### src/rtl/memprot_pkg.sv
`timescale 1ns/1ps
package memprot_pkg;

    localparam int NUM_MEM    = 5;
    localparam int LIM_W      = 12;
    localparam int CAP_W      = 3;
    localparam int UNIT_SHIFT = 8;

    typedef enum logic [2:0] {
        MEM_BOOT  = 3'd0,
        MEM_SYS   = 3'd1,
        MEM_RAM0  = 3'd2,
        MEM_RAM1  = 3'd3,
        MEM_FLASH = 3'd4
    } mem_e;

    typedef struct packed {
        logic [LIM_W-1:0] lim;
        logic [CAP_W-1:0] cap;
    } mem_cfg_t;

    typedef struct packed {
        logic ok;
        logic err;
        logic cap_err;
    } verdict_t;

    function automatic int lim_width(int i);
        case (i)
            0, 1:    return 8;
            2, 3:    return 9;
            default: return 12;
        endcase
    endfunction

    function automatic logic [LIM_W-1:0] lim_mask(int i);
        logic [LIM_W-1:0] m;
        m = '1;
        return m >> (LIM_W - lim_width(i));
    endfunction

    function automatic logic [LIM_W-1:0] lim_reset(int i);
        return (i == int'(MEM_RAM1)) ? 12'h1FF : 12'h000;
    endfunction

    function automatic bit cap_capable(int i);
        return i >= int'(MEM_RAM0);
    endfunction

    function automatic logic [2:0] lim_field(int i);
        return 3'(i);
    endfunction

    function automatic logic [2:0] cap_field(int i);
        return 3'(i + 3);
    endfunction

endpackage

### src/rtl/memprot_cfg_regs.sv
`timescale 1ns/1ps
module memprot_cfg_regs
    import memprot_pkg::*;
(
    input  logic                      clk,
    input  logic                      rst,
    input  logic                      we,
    input  logic [2:0]                sel,
    input  logic [LIM_W-1:0]          wdata,
    output mem_cfg_t [NUM_MEM-1:0]    cfg_q
);

    always_ff @(posedge clk) begin
        if (rst) begin
            for (int i = 0; i < NUM_MEM; i++) begin
                cfg_q[i].lim <= lim_reset(i);
                cfg_q[i].cap <= '0;
            end
        end else if (we) begin
            for (int i = 0; i < NUM_MEM; i++) begin
                if (sel == lim_field(i))
                    cfg_q[i].lim <= wdata & lim_mask(i);
                if (cap_capable(i) && sel == cap_field(i))
                    cfg_q[i].cap <= cfg_q[i].cap | wdata[CAP_W-1:0];
            end
        end
    end

endmodule

### src/rtl/memprot_region.sv
`timescale 1ns/1ps
module memprot_region
    import memprot_pkg::*;
#(
    parameter int unsigned BASE_B  = 0,
    parameter int unsigned SIZE_B  = 4096,
    parameter bit          CAP_EN  = 1'b0,
    parameter int          ADDR_W  = 16
) (
    input  logic [ADDR_W-1:0] addr,
    input  mem_cfg_t          cfg,
    output logic              in_range,
    output logic              cap_ok,
    output logic              user_ok
);

    logic [31:0] off;
    logic [31:0] pos;

    always_comb begin
        off      = 32'(addr);
        pos      = 32'(BASE_B) + off;
        in_range = off < 32'(SIZE_B);
        user_ok  = (pos >> UNIT_SHIFT) < 32'(cfg.lim);
    end

    generate
        if (CAP_EN) begin : g_cap
            logic [31:0] cap_b;
            always_comb begin
                cap_b  = 32'(SIZE_B) >> cfg.cap;
                cap_ok = off < cap_b;
            end
        end else begin : g_nocap
            assign cap_ok = 1'b1;
        end
    endgenerate

endmodule

### src/rtl/memprot_top.sv
`timescale 1ns/1ps
module memprot_top
    import memprot_pkg::*;
#(
    parameter int ADDR_W      = 16,
    parameter int BOOT_UNITS  = 16,
    parameter int SYS_UNITS   = 32,
    parameter int RAM0_UNITS  = 32,
    parameter int RAM1_UNITS  = 16,
    parameter int FLASH_UNITS = 128
) (
    input  logic              clk,
    input  logic              rst,
    input  logic              cfg_we,
    input  logic [2:0]        cfg_sel,
    input  logic [LIM_W-1:0]  cfg_wdata,
    input  logic              acc_valid,
    input  logic [2:0]        acc_mem,
    input  logic [ADDR_W-1:0] acc_addr,
    input  logic              acc_priv,
    output logic              acc_ok,
    output logic              acc_err,
    output logic              acc_cap_err
);

    localparam int unsigned SIZE_U [NUM_MEM] =
        '{BOOT_UNITS, SYS_UNITS, RAM0_UNITS, RAM1_UNITS, FLASH_UNITS};
    localparam int unsigned BASE_U [NUM_MEM] =
        '{0, BOOT_UNITS, 0, 0, 0};
    localparam logic [2:0] MEM_LAST = 3'(NUM_MEM - 1);

    mem_cfg_t [NUM_MEM-1:0] cfg_q;
    logic [NUM_MEM-1:0]     in_rng;
    logic [NUM_MEM-1:0]     cap_ok;
    logic [NUM_MEM-1:0]     usr_ok;

    memprot_cfg_regs u_regs (
        .clk   (clk),
        .rst   (rst),
        .we    (cfg_we),
        .sel   (cfg_sel),
        .wdata (cfg_wdata),
        .cfg_q (cfg_q)
    );

    generate
        for (genvar i = 0; i < NUM_MEM; i++) begin : g_mem
            memprot_region #(
                .BASE_B (BASE_U[i] << UNIT_SHIFT),
                .SIZE_B (SIZE_U[i] << UNIT_SHIFT),
                .CAP_EN (cap_capable(i)),
                .ADDR_W (ADDR_W)
            ) u_region (
                .addr     (acc_addr),
                .cfg      (cfg_q[i]),
                .in_range (in_rng[i]),
                .cap_ok   (cap_ok[i]),
                .user_ok  (usr_ok[i])
            );
        end
    endgenerate

    logic       sel_ok;
    logic [2:0] idx;
    logic       cap_fail;
    logic       priv_fail;
    verdict_t   vd;

    always_comb begin
        sel_ok    = acc_mem <= MEM_LAST;
        idx       = sel_ok ? acc_mem : 3'd0;
        cap_fail  = !(in_rng[idx] && cap_ok[idx]);
        priv_fail = !acc_priv && !usr_ok[idx];
        vd        = '0;
        if (acc_valid) begin
            if (!sel_ok) begin
                vd.err = 1'b1;
            end else if (cap_fail) begin
                vd.err     = 1'b1;
                vd.cap_err = 1'b1;
            end else if (priv_fail) begin
                vd.err = 1'b1;
            end else begin
                vd.ok = 1'b1;
            end
        end
    end

    assign acc_ok      = vd.ok;
    assign acc_err     = vd.err;
    assign acc_cap_err = vd.cap_err;

endmodule

### config.mk
export PLATFORM = sky130hd
export DESIGN_NAME = memprot_top
export DESIGN_NICKNAME = d
export VERILOG_FILES = /design/src/rtl/memprot_pkg.sv /design/src/rtl/memprot_cfg_regs.sv /design/src/rtl/memprot_region.sv /design/src/rtl/memprot_top.sv
export SDC_FILE = /design/constraint.sdc
export NUM_CORES = 1
export LEC_CHECK = 0
export ABC_AREA = 0
export BUFFER_PORTS_ARGS = -buffer_cell sky130_fd_sc_hd__buf_2
export CAP_MARGIN = 10
export CORE_MARGIN = 2
export CORE_UTILIZATION = 30
export DETAILED_ROUTE_END_ITERATION = 10
export HOLD_SLACK_MARGIN = 0.03
export MAX_ROUTING_LAYER = met4
export PLACE_DENSITY = 0.44
export SKIP_LAST_GASP = 1
export SLEW_MARGIN = 20
export SYNTH_ARGS = -nofsm -noshare
export SYNTH_HDL_FRONTEND = slang
export SYNTH_HIERARCHICAL = 1
export SYNTH_SLANG_ARGS = --single-unit
### constraint.sdc
create_clock -name clk -period 7.1 [get_ports clk]
set_input_delay 2.13 -clock clk [delete_from_list [all_inputs] [get_ports clk]]
set_output_delay 2.13 -clock clk [all_outputs]
set_load 0.1 [all_outputs]
Word-level counts from Yosys, hierarchy flattened --
Index checks and enable logic that the tools add are counted. Widths: inputs -> output; s select.
Cells by class: shift operators 8, order comparisons 13, add/sub/neg operators 6, eq/ne operators 7, reductions and logical operators 13, bitwise gates (word level) 8, multiplexer cells 31
Operators with widths (count):
- $mux 32 | 15
- $shr 12x32->12 const A | 5
- $sub 5x32->32 const A | 5
- $lt 16x32->1 | 3
- $and 12x12->12 | 5
- $lt 8x12->1 | 4
- $shr 13x3->32 const A | 1
- $shr 14x3->32 const A | 1
- $shr 16x3->32 const A | 1
- $lt 24x12->1 | 1
- $add 13x16->17 const A | 1
- $lt 16x13->1 const B | 1
- $lt 16x14->1 const B | 1
- $lt 16x16->1 const B | 1
- $reduce_and 2->1 | 8
- $eq 3x3->1 const B | 4
- $mux 1 | 11
- $bmux 1 s3 | 3
- $or 3x3->3 | 3
- $eq 3x2->1 const B | 2
- $mux 3 | 2
- $lt 3x4->1 const B | 1
- $eq 3x1->1 const B | 1
- $le 3x3->1 const B | 1
- other kinds (3) | 5
Storage, ports and cells: output and inout port bits 3, register bits 69

Logic depth before layout (Yosys ltp) --
depth after elaboration 10, gate-level depth with buffers 11, gate-level depth less buffers 11

Modules after synthesis --
Netlist, hierarchy kept.
Modules (own cells, without submodules):
- memprot_cfg_regs | seq. area each 1101.1 µm², instances 1, area each 2369.8 µm², cells an instance 235
- memprot_region at g_mem[3].u_region | seq. area each 0.0 µm², instances 1, area each 421.7 µm², cells an instance 54
- memprot_region at g_mem[4].u_region | seq. area each 0.0 µm², instances 1, area each 411.6 µm², cells an instance 54
- memprot_region at g_mem[2].u_region | seq. area each 0.0 µm², instances 1, area each 404.1 µm², cells an instance 55
- memprot_region at g_mem[1].u_region | seq. area each 0.0 µm², instances 1, area each 275.3 µm², cells an instance 39
- memprot_region at g_mem[0].u_region | seq. area each 0.0 µm², instances 1, area each 209.0 µm², cells an instance 29
- memprot_top | seq. area each 0.0 µm², instances 1, area each 188.9 µm², cells an instance 24

Worst setup path before layout --
Ideal clock, no wire load.
kind input to output, start point input port acc_addr[12], end point output port acc_ok, stages 10, arrival time 4.967 ns, slack 0.003 ns, required time 4.970 ns, path buffers 0, cells stage by stage ha_1 -> ha_1 -> a21o_1 -> a21oi_1 -> o21ai_0 -> o21ai_2 -> inv_1 -> a2111oi_2 -> o31ai_2 -> nor3b_2
Between the ends: word-level cells in the longest chain between the ends 10, elaborated cells on any way between the ends 25, those cells by class add/sub: 1; order compare: 11; mux: 10; reduce/logical: 3
Ends and longest elaborated chain:
- start: declaration | line memprot_top.sv:19 | input logic [ADDR_W-1:0] acc_addr,
- $add 13x16->17 | line memprot_region.sv:22 | pos = 32'(BASE_B) + off;
- $lt 24x12->1 | line memprot_region.sv:24 | user_ok = (pos >> UNIT_SHIFT) < 32'(cfg.lim);
- named net usr_ok[1] | line memprot_top.sv:35 | logic [NUM_MEM-1:0] usr_ok;
- $bmux 1 s3 | line memprot_top.sv:73 | priv_fail = !acc_priv && !usr_ok[idx];
- $mux 1 (not written as such) | line memprot_top.sv:73
- $logic_not 1->1 | line memprot_top.sv:73
- $logic_and 1x1->1 | line memprot_top.sv:73
- $mux 1 | line memprot_top.sv:81 | end else if (priv_fail) begin
- $mux 1 | line memprot_top.sv:78 | end else if (cap_fail) begin
- $mux 1 | line memprot_top.sv:76 | if (!sel_ok) begin
- $mux 3 | line memprot_top.sv:75 | if (acc_valid) begin
- end: declaration | line memprot_top.sv:21 | output logic acc_ok,
The timed path passes the listed nets, and every way through them passes these cells. The select of a mux whose other input is x is not followed.

Final worst setup path --
start point input port acc_addr[13], end point output port acc_err
Between the ends: word-level cells in the longest chain between the ends 10, elaborated cells on any way between the ends 25, those cells by class add/sub: 1; order compare: 11; mux: 10; reduce/logical: 3
Ends and longest elaborated chain:
- $add 13x16->17 | line memprot_region.sv:22
- $lt 24x12->1 | line memprot_region.sv:24
- named net usr_ok[1] | line memprot_top.sv:35
- $bmux 1 s3 | line memprot_top.sv:73
- $mux 1 (not written as such) | line memprot_top.sv:73
- $logic_not 1->1 | line memprot_top.sv:73
- $logic_and 1x1->1 | line memprot_top.sv:73
- $mux 1 | line memprot_top.sv:81
- $mux 1 | line memprot_top.sv:78
- $mux 1 | line memprot_top.sv:76
- $mux 3 | line memprot_top.sv:75
- end: declaration | line memprot_top.sv:22 | output logic acc_err,
The timed path passes the listed nets, and every way through them passes these cells. The select of a mux whose other input is x is not followed.

==> qor.csv <==
stage,metric,value,unit
layout,layout-drive-gt1-share,13.9,%
cts,clk_root_buffer_cell,clkbuf_16,
worst_setup_path,critical_path_peak_fanout,8,
cts,cts.repair_timing.setup_buffer_count,0,
cts,cts_max_path_buffers,2,
route,detail_route.wirelength,10200,µm
pwr,power.share.switching,26.7,%
cts,clock_tree.htree_level_count,2,
layout,regMostFlops,u_regs/cfg_q,
layout,synthToLayoutAreaGrowth,11.1,%
route,avgViaCountPerCell,4.71,
die,chipWidth,123,µm
placed_design,buffer_ports.inserted,36,
yosys,synth_cells,484,
timing,post-route-period-util,94.0,%
timing,clock.fmax,0.150,GHz
route,via_count,3254,
global_route,first_global_vias,3213,
worst_setup_path,cp_data_arrival_time,4.54,ns
yosys,syn_avg_cell_area,8.75,µm²
pwr,combinationalPowerShare,18.2,%
timing,timing.final.crit_period,6.67,ns
min_path,hold_path_class,register to register,
worst_setup_path,reg2reg_to,u_regs/cfg_q[47],
layout,final_nets,610,
die,ioPinCount,42,
pwr,powerDensity,159,nW/µm²
layout,layout.cells.most_common,ha_1,
route,first_pass_iters,4,
global_route,grt-ovfl-total,0,
timing,timing.clock.skew,0,ns
route,drt-initial-drc-count,123,
layout,reg.largest.list,u_regs/cfg_q: 55 flops,
pwr,power_share_of_the_clock_group,38.8,%
outcome,outcome,finished clean,
placed_design,hpwlAfterDp,7390,µm
pwr,cellLeakagePower,2.00,nW
timing,tns,0,ns
min_path,hold_start,u_regs/cfg_q[74],
worst_setup_path,worstSetupStartpoint,acc_addr[13],
die,core_area,13800,µm²
cts,cts.hold.buffers_added,0,
timing,timing.final.setup_violations,0,
worst_setup_path,critPathCapture,acc_err,
timing,hold_viol,0,
yosys,yosys_warnings,6,
die,std_cell_rows,43,
pwr,fin_total_pwr,746,µW
cts,post_cts.resized_instances,0,
global_route,maximum_number_of_pins_on_one_net_before_global_route_repair,77,
layout,most-common-layout-cells,"ha_1 (61), dfxtp_1 (55), nand2b_1 (54), inv_1 (52), mux2i_1 (48)",
worst_setup_path,crit-reg2reg-launch,u_regs/cfg_q[47],
cts,cts_tree,yes,
timing,worst-slew-pin-transition,0.790,ns
flow_run,timing.max_cap.violations,0,
global_route,groute.usage.overall,14.9,%
die,die_h,123,µm
route,ant_nets,0,
layout,largest_register_ffs,55,
worst_setup_path,worstRegToRegCells,2,
cts,tritoncts_buffer_count,5,
worst_setup_path,cp_data_required_time,4.97,ns
pwr,power_report.internal_total,546,µW
timing,grt_setup_unrepaired,false,
pwr,sequentialPowerShare,43.0,%
pwr,worst_ir_drop_vdd,0.131,mV
worst_setup_path,setup.reg_to_reg.worst_slack,6.31,ns
pwr,switchingPower,199,µW
global_route,first_pass_grt_wire_length,16800,µm
timing,timing.slew.headroom,47.0,%
worst_setup_path,setup.worst_path.class,input port to output port,
placed_design,place_congestion,0.759,
layout,diodes_inserted,0,
die,die_area,15100,µm²
global_route,antenna_found_initial,0,
worst_setup_path,setup.worst_path.end_class,output port,
cts,path_clk_slew,0.07,ns
cts,cts.sink_count,55,
worst_setup_path,cp-start-kind,input port,
timing,slew_viol_final,0,
route,wire_per_inst,14.8,µm
route,drc_errors,0,
cts,insertion_delay,0.29,ns
die,start_util,30.6,%
yosys,syn-cell-area,4240,µm²
critical path, cell delays in order:
cell and delay (ns):
buf_2 0.20, buf_4 0.21, nand3_1 0.10, xnor2_1 0.16, ha_1 0.28, nand2_1 0.06, nor3_1 0.19, o31a_1 0.18
o21ai_2 0.05, inv_1 0.07, a2111oi_2 0.07, o31ai_2 0.28, o21a_1 0.15, buf_2 0.42
power by group through the flow:
| stage | sequential (mW) | combinational (mW) | clock, mW |
|---|---|---|---|
| after floorplan | 0.326 | 0.0977 | 0 |
| after global placement | 0.328 | 0.134 | 0 |
| after detailed placement | 0.328 | 0.137 | 0 |
| after CTS | 0.321 | 0.138 | 0.301 |
| after global routing | 0.322 | 0.155 | 0.313 |
| final | 0.320 | 0.136 | 0.290 |
per-stage QoR:
stage                     worst slack [ns]  std cells  cell area, µm²  utilization [%]  hold slack [ns]
final                                0.426        691            4700             34.0            0.474
after global routing                 0.159        691            4700             34.0            0.493
after CTS                            0.394        691            4700             34.0            0.481
after detailed placement             0.410        683            4530             32.8            0.467
after global placement               0.438        683            4530             32.8            0.460
after floorplan                    0.00321        497            4280                -            0.447
per-layer routing:
metal	routed length, µm	track usage (%)	vias up
li1	-	-	1713
met1	4980	19.3	1503
met2	4900	25.1	31
met3	243	1.63	7
met4	86	2.80	0
met5	0	-	-
worst min path at each step:
stage / end / slack (ns) / depth (start not counted)
after global routing: u_regs/cfg_q[34] / 0.49 / 2
after floorplan: u_regs/cfg_q[18] / 0.45 / 2
final: u_regs/cfg_q[74] / 0.47 / 2
after global placement: u_regs/cfg_q[35] / 0.46 / 2
after CTS: u_regs/cfg_q[35] / 0.48 / 2
after detailed placement: u_regs/cfg_q[35] / 0.47 / 2
layout make-up:
type                    count  area (µm²)
fillers                  1456        9120
clock buffers               6         139
clock inverters             2        35.0
multi-input cells         356        2780
well taps                 180         225
inverters                  52         195
flip-flops and latches     55        1100
repair buffers             40         225
(Power assumes the default switching activity.)
